## src/rtl/alu_cell_pkg.sv

```systemverilog
package alu_cell_pkg;

  typedef enum logic [3:0] {
    OP_AND  = 4'd0,
    OP_NAND = 4'd1,
    OP_OR   = 4'd2,
    OP_NOR  = 4'd3,
    OP_XOR  = 4'd4,
    OP_XNOR = 4'd5,
    OP_NOT  = 4'd6,
    OP_ADD  = 4'd8,
    OP_SUB  = 4'd9
  } alu_op_e;

  localparam int COEF_W = 3;            // signed range -4..3 covers -3..3
  localparam int ACC_W  = COEF_W + 2;   // holds bias + two weights
  localparam int HID_IDX_W = 3;         // {a, b, carry}
  localparam int OUT_IDX_W = 2;         // {f1, f2}

  typedef struct packed {
    logic signed [COEF_W-1:0] bias;
    logic signed [COEF_W-1:0] w1;
    logic signed [COEF_W-1:0] w2;
  } neuron_coef_t;

  typedef struct packed {
    neuron_coef_t hid1;
    neuron_coef_t hid2;
    neuron_coef_t outn;
  } op_coef_t;

  typedef struct packed {
    logic [2**HID_IDX_W-1:0] tab1;
    logic [2**HID_IDX_W-1:0] tab2;
    logic [2**OUT_IDX_W-1:0] tab3;
    logic                    arith;
  } slice_cfg_t;

  function automatic neuron_coef_t mk_coef(input int bias, input int w1, input int w2);
    neuron_coef_t c;
    c.bias = COEF_W'(bias);
    c.w1   = COEF_W'(w1);
    c.w2   = COEF_W'(w2);
    return c;
  endfunction

  // Hard-limit neuron: 1 when bias + w1*x1 + w2*x2 >= 0, i.e. inverted sign bit.
  function automatic logic neuron_fire(input neuron_coef_t c, input logic x1, input logic x2);
    logic signed [ACC_W-1:0] acc;
    acc = ACC_W'(c.bias);
    if (x1) acc = acc + ACC_W'(c.w1);
    if (x2) acc = acc + ACC_W'(c.w2);
    return ~acc[ACC_W-1];
  endfunction

  // Integer coefficients per logic operation. Hidden layer defaults: OR and NAND.
  function automatic op_coef_t op_coef(input alu_op_e op);
    op_coef_t c;
    c.hid1 = mk_coef(-1, 1, 1);
    c.hid2 = mk_coef( 1,-1,-1);
    c.outn = mk_coef(-1, 0, 0);
    case (op)
      OP_AND:  c.outn = mk_coef(-1, 1,-1);
      OP_NAND: c.outn = mk_coef(-1, 0, 1);
      OP_OR:   c.outn = mk_coef(-1, 1, 0);
      OP_NOR:  c.outn = mk_coef( 0,-1, 0);
      OP_XOR:  c.outn = mk_coef(-2, 1, 1);
      OP_XNOR: c.outn = mk_coef( 1,-1,-1);
      OP_NOT: begin
        c.hid1 = mk_coef( 0,-1, 0);
        c.outn = mk_coef(-1, 1, 0);
      end
      default: c.outn = mk_coef(-1, 0, 0);
    endcase
    return c;
  endfunction

endpackage

```

## src/rtl/alu_coef_dec.sv

```systemverilog
module alu_coef_dec
  import alu_cell_pkg::*;
(
  input  logic [3:0]  op_i,
  output slice_cfg_t  cfg_o
);

  localparam int HID_N = 2**HID_IDX_W;
  localparam int OUT_N = 2**OUT_IDX_W;

  alu_op_e  op;
  op_coef_t coef;

  assign op   = alu_op_e'(op_i);
  assign coef = op_coef(op);

  always_comb begin
    cfg_o = '0;
    case (op)
      OP_AND, OP_NAND, OP_OR, OP_NOR, OP_XOR, OP_XNOR, OP_NOT: begin
        for (int i = 0; i < HID_N; i++) begin
          // index bits {a, b, carry}; carry bit replicated so it has no effect
          cfg_o.tab1[i] = neuron_fire(coef.hid1, i[2], i[1]);
          cfg_o.tab2[i] = neuron_fire(coef.hid2, i[2], i[1]);
        end
        for (int k = 0; k < OUT_N; k++) begin
          cfg_o.tab3[k] = neuron_fire(coef.outn, k[1], k[0]);
        end
      end
      OP_ADD, OP_SUB: begin
        cfg_o.arith = 1'b1;
        for (int i = 0; i < HID_N; i++) begin
          cfg_o.tab1[i] = i[2] ^ i[1] ^ i[0];
          if (op == OP_ADD)
            cfg_o.tab2[i] = (i[2] & i[1]) | (i[2] & i[0]) | (i[1] & i[0]);
          else
            cfg_o.tab2[i] = (~i[2] & i[1]) | (~i[2] & i[0]) | (i[1] & i[0]);
        end
      end
      default: cfg_o = '0;
    endcase
  end

endmodule

```

## src/rtl/alu_neuron_sel.sv

```systemverilog
module alu_neuron_sel #(
  parameter int IDX_W = 2
) (
  input  logic [2**IDX_W-1:0] tab_i,
  input  logic [IDX_W-1:0]    idx_i,
  output logic                y_o
);

  assign y_o = tab_i[idx_i];

endmodule

```

## src/rtl/alu_bit_slice.sv

```systemverilog
module alu_bit_slice
  import alu_cell_pkg::*;
(
  input  slice_cfg_t cfg_i,
  input  logic       a_i,
  input  logic       b_i,
  input  logic       ci_i,
  output logic       r_o,
  output logic       co_o
);

  logic f1, f2, y;

  alu_neuron_sel #(.IDX_W(HID_IDX_W)) u_hid1 (
    .tab_i (cfg_i.tab1),
    .idx_i ({a_i, b_i, ci_i}),
    .y_o   (f1)
  );

  alu_neuron_sel #(.IDX_W(HID_IDX_W)) u_hid2 (
    .tab_i (cfg_i.tab2),
    .idx_i ({a_i, b_i, ci_i}),
    .y_o   (f2)
  );

  alu_neuron_sel #(.IDX_W(OUT_IDX_W)) u_outn (
    .tab_i (cfg_i.tab3),
    .idx_i ({f1, f2}),
    .y_o   (y)
  );

  assign r_o  = cfg_i.arith ? f1 : y;
  assign co_o = cfg_i.arith ? f2 : 1'b0;

endmodule

```

## src/rtl/alu_recon.sv

```systemverilog
module alu_recon
  import alu_cell_pkg::*;
#(
  parameter int WIDTH = 8
) (
  input  logic             clk,
  input  logic             rst_n,
  input  logic [3:0]       op_i,
  input  logic [WIDTH-1:0] a_i,
  input  logic [WIDTH-1:0] b_i,
  output logic [WIDTH-1:0] res_o,
  output logic             co_o
);

  localparam int SYNC_STAGES = 2;

  // reset: asynchronous assertion, synchronous release
  logic [SYNC_STAGES-1:0] rst_sync_q;
  logic                   rst_int_n;

  always_ff @(posedge clk or negedge rst_n) begin
    if (!rst_n) rst_sync_q <= '0;
    else        rst_sync_q <= {rst_sync_q[SYNC_STAGES-2:0], 1'b1};
  end
  assign rst_int_n = rst_sync_q[SYNC_STAGES-1];

  slice_cfg_t       cfg;
  logic [WIDTH:0]   chain;
  logic [WIDTH-1:0] res_d;
  logic             co_d;

  alu_coef_dec u_dec (
    .op_i  (op_i),
    .cfg_o (cfg)
  );

  assign chain[0] = 1'b0;

  for (genvar g = 0; g < WIDTH; g++) begin : g_slice
    alu_bit_slice u_slice (
      .cfg_i (cfg),
      .a_i   (a_i[g]),
      .b_i   (b_i[g]),
      .ci_i  (chain[g]),
      .r_o   (res_d[g]),
      .co_o  (chain[g+1])
    );
  end

  assign co_d = chain[WIDTH];

  always_ff @(posedge clk or negedge rst_int_n) begin
    if (!rst_int_n) begin
      res_o <= '0;
      co_o  <= 1'b0;
    end else begin
      res_o <= res_d;
      co_o  <= co_d;
    end
  end

  p_add_sum_r5: assert property (@(posedge clk) disable iff (!rst_int_n)
    (op_i == OP_ADD) |=> ({co_o, res_o} == ({1'b0, $past(a_i)} + {1'b0, $past(b_i)})));

  p_sub_borrow_r6: assert property (@(posedge clk) disable iff (!rst_int_n)
    (op_i == OP_SUB) |=> (res_o == WIDTH'($past(a_i) - $past(b_i)) && co_o == ($past(a_i) < $past(b_i))));

  p_not_ignores_b_r4: assert property (@(posedge clk) disable iff (!rst_int_n)
    (op_i == OP_NOT) |=> (res_o == ~$past(a_i)));

  p_invalid_zero_r7: assert property (@(posedge clk) disable iff (!rst_int_n)
    (cfg.tab1 == '0 && cfg.tab3 == '0 && !cfg.arith && op_i != OP_NOR && op_i != OP_XNOR)
      |=> (res_o == '0 && !co_o));

  p_logic_no_status_r8: assert property (@(posedge clk) disable iff (!rst_int_n)
    (!cfg.arith) |=> !co_o);

endmodule

```

## config.mk

```make
export PLATFORM = sky130hd
export DESIGN_NAME = alu_recon
export DESIGN_NICKNAME = d
export VERILOG_FILES = /design/src/rtl/alu_cell_pkg.sv /design/src/rtl/alu_coef_dec.sv /design/src/rtl/alu_neuron_sel.sv /design/src/rtl/alu_bit_slice.sv /design/src/rtl/alu_recon.sv
export SDC_FILE = /design/constraint.sdc
export NUM_CORES = 1
export LEC_CHECK = 0
export BUFFER_PORTS_ARGS = -buffer_cell sky130_fd_sc_hd__clkbuf_2
export CAP_MARGIN = 20
export CORE_UTILIZATION = 50
export DETAILED_ROUTE_END_ITERATION = 10
export GPL_TIMING_DRIVEN = 0
export PLACE_DENSITY = 0.71
export SLEW_MARGIN = 20
export SYNTH_ARGS = -nofsm -noshare
export SYNTH_HDL_FRONTEND = slang
export SYNTH_HIERARCHICAL = 1
export SYNTH_SLANG_ARGS = --single-unit
export TNS_END_PERCENT = 10
```

## constraint.sdc

```tcl
create_clock -name clk -period 0.8 [get_ports clk]
set_input_delay 0 -clock clk [delete_from_list [all_inputs] [get_ports clk]]
set_output_delay 0 -clock clk [all_outputs]
set_load 0.005 [all_outputs]
```

==> impl_metrics.py <==
metrics = {
    "outcome": {
        "status": "finished, violations left",
        "failed_checks": "setup timing",
    },
    "floorplan": {
        "die_y_um": 67.4,
        "core_um2": 4060,
        "start_util_pct": 52.8,
        "rows": 23,
        "die-area_um2": 4550,
        "die_x_um": 67.4,
        "ioPinCount": 31,
    },
    "cells_and_area": {
        "nNetsFinal": 241,
        "instances_no_fill": 261,
        "area_delta_synth_final_pct": 28.5,
        "most-common-layout-cells": "34 x buf_4, 26 x clkbuf_2, 24 x mux4_2",
        "final_common_cell": "buf_4",
        "drive_above_1_share_pct": 69.2,
        "antenna-diode-count": 0,
    },
    "drt": {
        "viasPerCell": 6.43,
        "first_pass_iters": 4,
        "first_iter_violations": 66,
        "wire_per_inst_um": 21.2,
        "dr_total_vias": 1679,
        "drcViolationCount": 0,
        "final_antenna_net_count": 0,
        "drt_wl_total_um": 5530,
    },
    "setup_path": {
        "worstSetupStartpointType": "input port",
        "slowest_delay_ns": 0.45,
        "required_ns": 0.93,
        "crit_slowest_cell": "mux4_2",
        "regToRegSetupSlack_ns": 0.32,
        "crit_path_end_kind": "register",
        "arrival_ns": 8.14,
        "crit_type": "in -> reg",
        "crit_fanout": 4,
    },
    "placed_design": {
        "port_buffers": 30,
        "place_congestion": 0.861,
        "dp_hpwl_um": 3660,
        "placedCellCount": 227,
    },
    "cts": {
        "cts_max_path_buffers": 2,
        "root_buffer": "clkbuf_8",
        "numClockSinks": 11,
        "cts_tree": "yes",
        "numCtsBuffers": 3,
        "htreeDepth": 1,
        "insertion_delay_ns": 0.24,
        "cts.reportedPaths.clkPinSlew_ns": 0.05,
    },
    "grt": {
        "grt_usage_pct": 26.1,
        "grt_max_degree": 17,
        "grt_pass1_vias": 1670,
        "grt_pass1_wl_um": 8430,
        "antenna_found_initial": 0,
        "grt-ovfl-total": 0,
    },
    "synth": {
        "yosysTopAreaCell": "mux4_1",
        "ys.flop_type": "dfrtp_1",
        "synth-edff-count": 0,
        "netlist_area_um2": 2140,
        "synthTopCellsByArea": "mux4_1 39%, dfrtp_1 13%, mux2_2 8.4%, mux4_2 8.4%, mux2_4 5.6%",
        "synth-seq-cells": 11,
        "syn_avg_cell_area_um2": 14.9,
        "yosysWarnings": 6,
        "synth-seq-area-share_pct": 12.9,
        "synthCells": 144,
        "synth.top_cell.area_share_pct": 39.3,
        "synthDistinctLibCells": 37,
        "ys_async_sr_fraction_pct": 100,
    },
    "timing": {
        "period_minus_slack_ns": 8.02,
        "worstMarginPinSlew_ns": 1.03,
        "setup_viol": 9,
        "skew_ns": 0.00438,
        "final_hold_viol_count": 0,
        "slew_headroom_pct": 30.8,
        "fmax_ghz": 0.125,
        "final.period_utilization_pct": 1000,
        "grt_setup_unrepaired": "yes",
        "slew_violations": 0,
        "worst_slack_ns": -7.22,
    },
    "power": {
        "vdd.ir_drop.worst_v": 0.000442,
        "fin_total_pwr_mw": 2.84,
        "power.leakage_nw": 1.25,
        "powerDensity_nw_per_um2": 1030,
    },
    "run": {
        "drv_cap": 0,
    },
    "worst_hold_path": {
        "hp-class": "in -> async",
    },
}
==> critical path, delay by kind of cell <==
kind / cells / cell delay (ns)
AOI/OAI and AO/OA: 1 / 0.10
buffers and inverters: 3 / 0.35
muxes: 18 / 6.35
and+or+nand+nor: 8 / 1.38
==> synth_stat cells (2+ instances only) <==
master and n:
a21o_1 2, a21oi_1 2, and2_2 8, buf_2 2
buf_4 6, buf_6 2, conb_1 2, dfrtp_1 11
fa_1 2, ha_1 5, inv_1 4, inv_2 2
mux2_2 16, mux2_4 8, mux4_1 32, mux4_2 8
nand2_1 5, nand2b_1 5, nor2_1 2, o21ai_0 3
==> per-layer routing <==
| metal | part of all wire (%) | track usage (%) | vias up |
|---|---|---|---|
| met5 | 0 | 0 | - |
| met4 | 2.8 | 12.2 | 0 |
| met3 | 7.0 | 2.03 | 15 |
| met2 | 52 | 45.0 | 77 |
| met1 | 39 | 33.2 | 847 |
| li1 | - | - | 740 |
==> power by group <==
part           total (mW)  internal [mW]  switching, mW
sequential          0.653          0.629         0.0242
clock               0.548          0.349          0.199
combinational        1.63          0.956          0.677
==> path summary, 6_finish.rpt <==
kind	start	to	cells past startpoint
worst max-delay path	op_i[2]	res_o[7]	30
worst min-delay path	rst_n	rst_sync_q[1]	2
worst max register to register	rst_sync_q[0]	rst_sync_q[1]	0
worst min register to register	rst_sync_q[1]	res_o[0]	0
max in group asynchronous	rst_sync_q[1]	res_o[3]	0
min in group clk	b_i[5]	res_o[5]	3
==> area by class of cell <==
| class | count | area, µm² |
|---|---|---|
| inverters | 6 | 31.3 |
| flip-flops and latches | 11 | 275 |
| plain buffers | 10 | 108 |
| well taps | 50 | 62.6 |
| multi-input cells | 120 | 1810 |
| repair buffers | 60 | 418 |
| clock buffers | 4 | 45.0 |
| fillers | 297 | 1310 |
==> through the flow <==
step	utilization (%)	hold slack [ns]	setup WS [ns]	instance area, µm²	setup TNS [ns]
6_report	67.8	0.0801	-7.22	2750	-42.35
3_3_place_gp	58.5	-0.216	-7.75	2370	-45.25
4_1_cts	66.4	0.0696	-7.18	2690	-41.72
3_5_place_dp	58.5	-0.208	-7.92	2370	-46.48
2_1_floorplan	-	-0.296	-7.28	2160	-41.52
5_1_grt	67.8	0.0959	-7.39	2750	-43.38
==> cells by family (layout without fill, tap and decap cells) <==
logic type | after synthesis | in the layout | share of synthesized area (%)
mux | 65 | 65 | 62.2
simple gates | 29 | 29 | 9.47
buf+inv | 16 | 80 | 4.68
compound gates | 12 | 12 | 3.97
flops | 11 | 11 | 12.9
fa+ha+maj | 7 | 7 | 4.79
other cells | 2 | 5 | 0.351
xor+xnor | 2 | 2 | 1.70
==> registers in the layout, summed over array words and instances (netlist names) <==
name and cells:
rst_sync_q 2, co_o 1, res_o 8
==> what timing repair did <==
item                                    CTS  global route
setup buffers                            24             5
endpoints found under the setup margin    9             9
pin swaps                                 2             1
resized for setup                        21             4
endpoints found under the hold margin     2             0
hold buffers                              1             0
No activity file was read; power rests on OpenSTA's default activity.
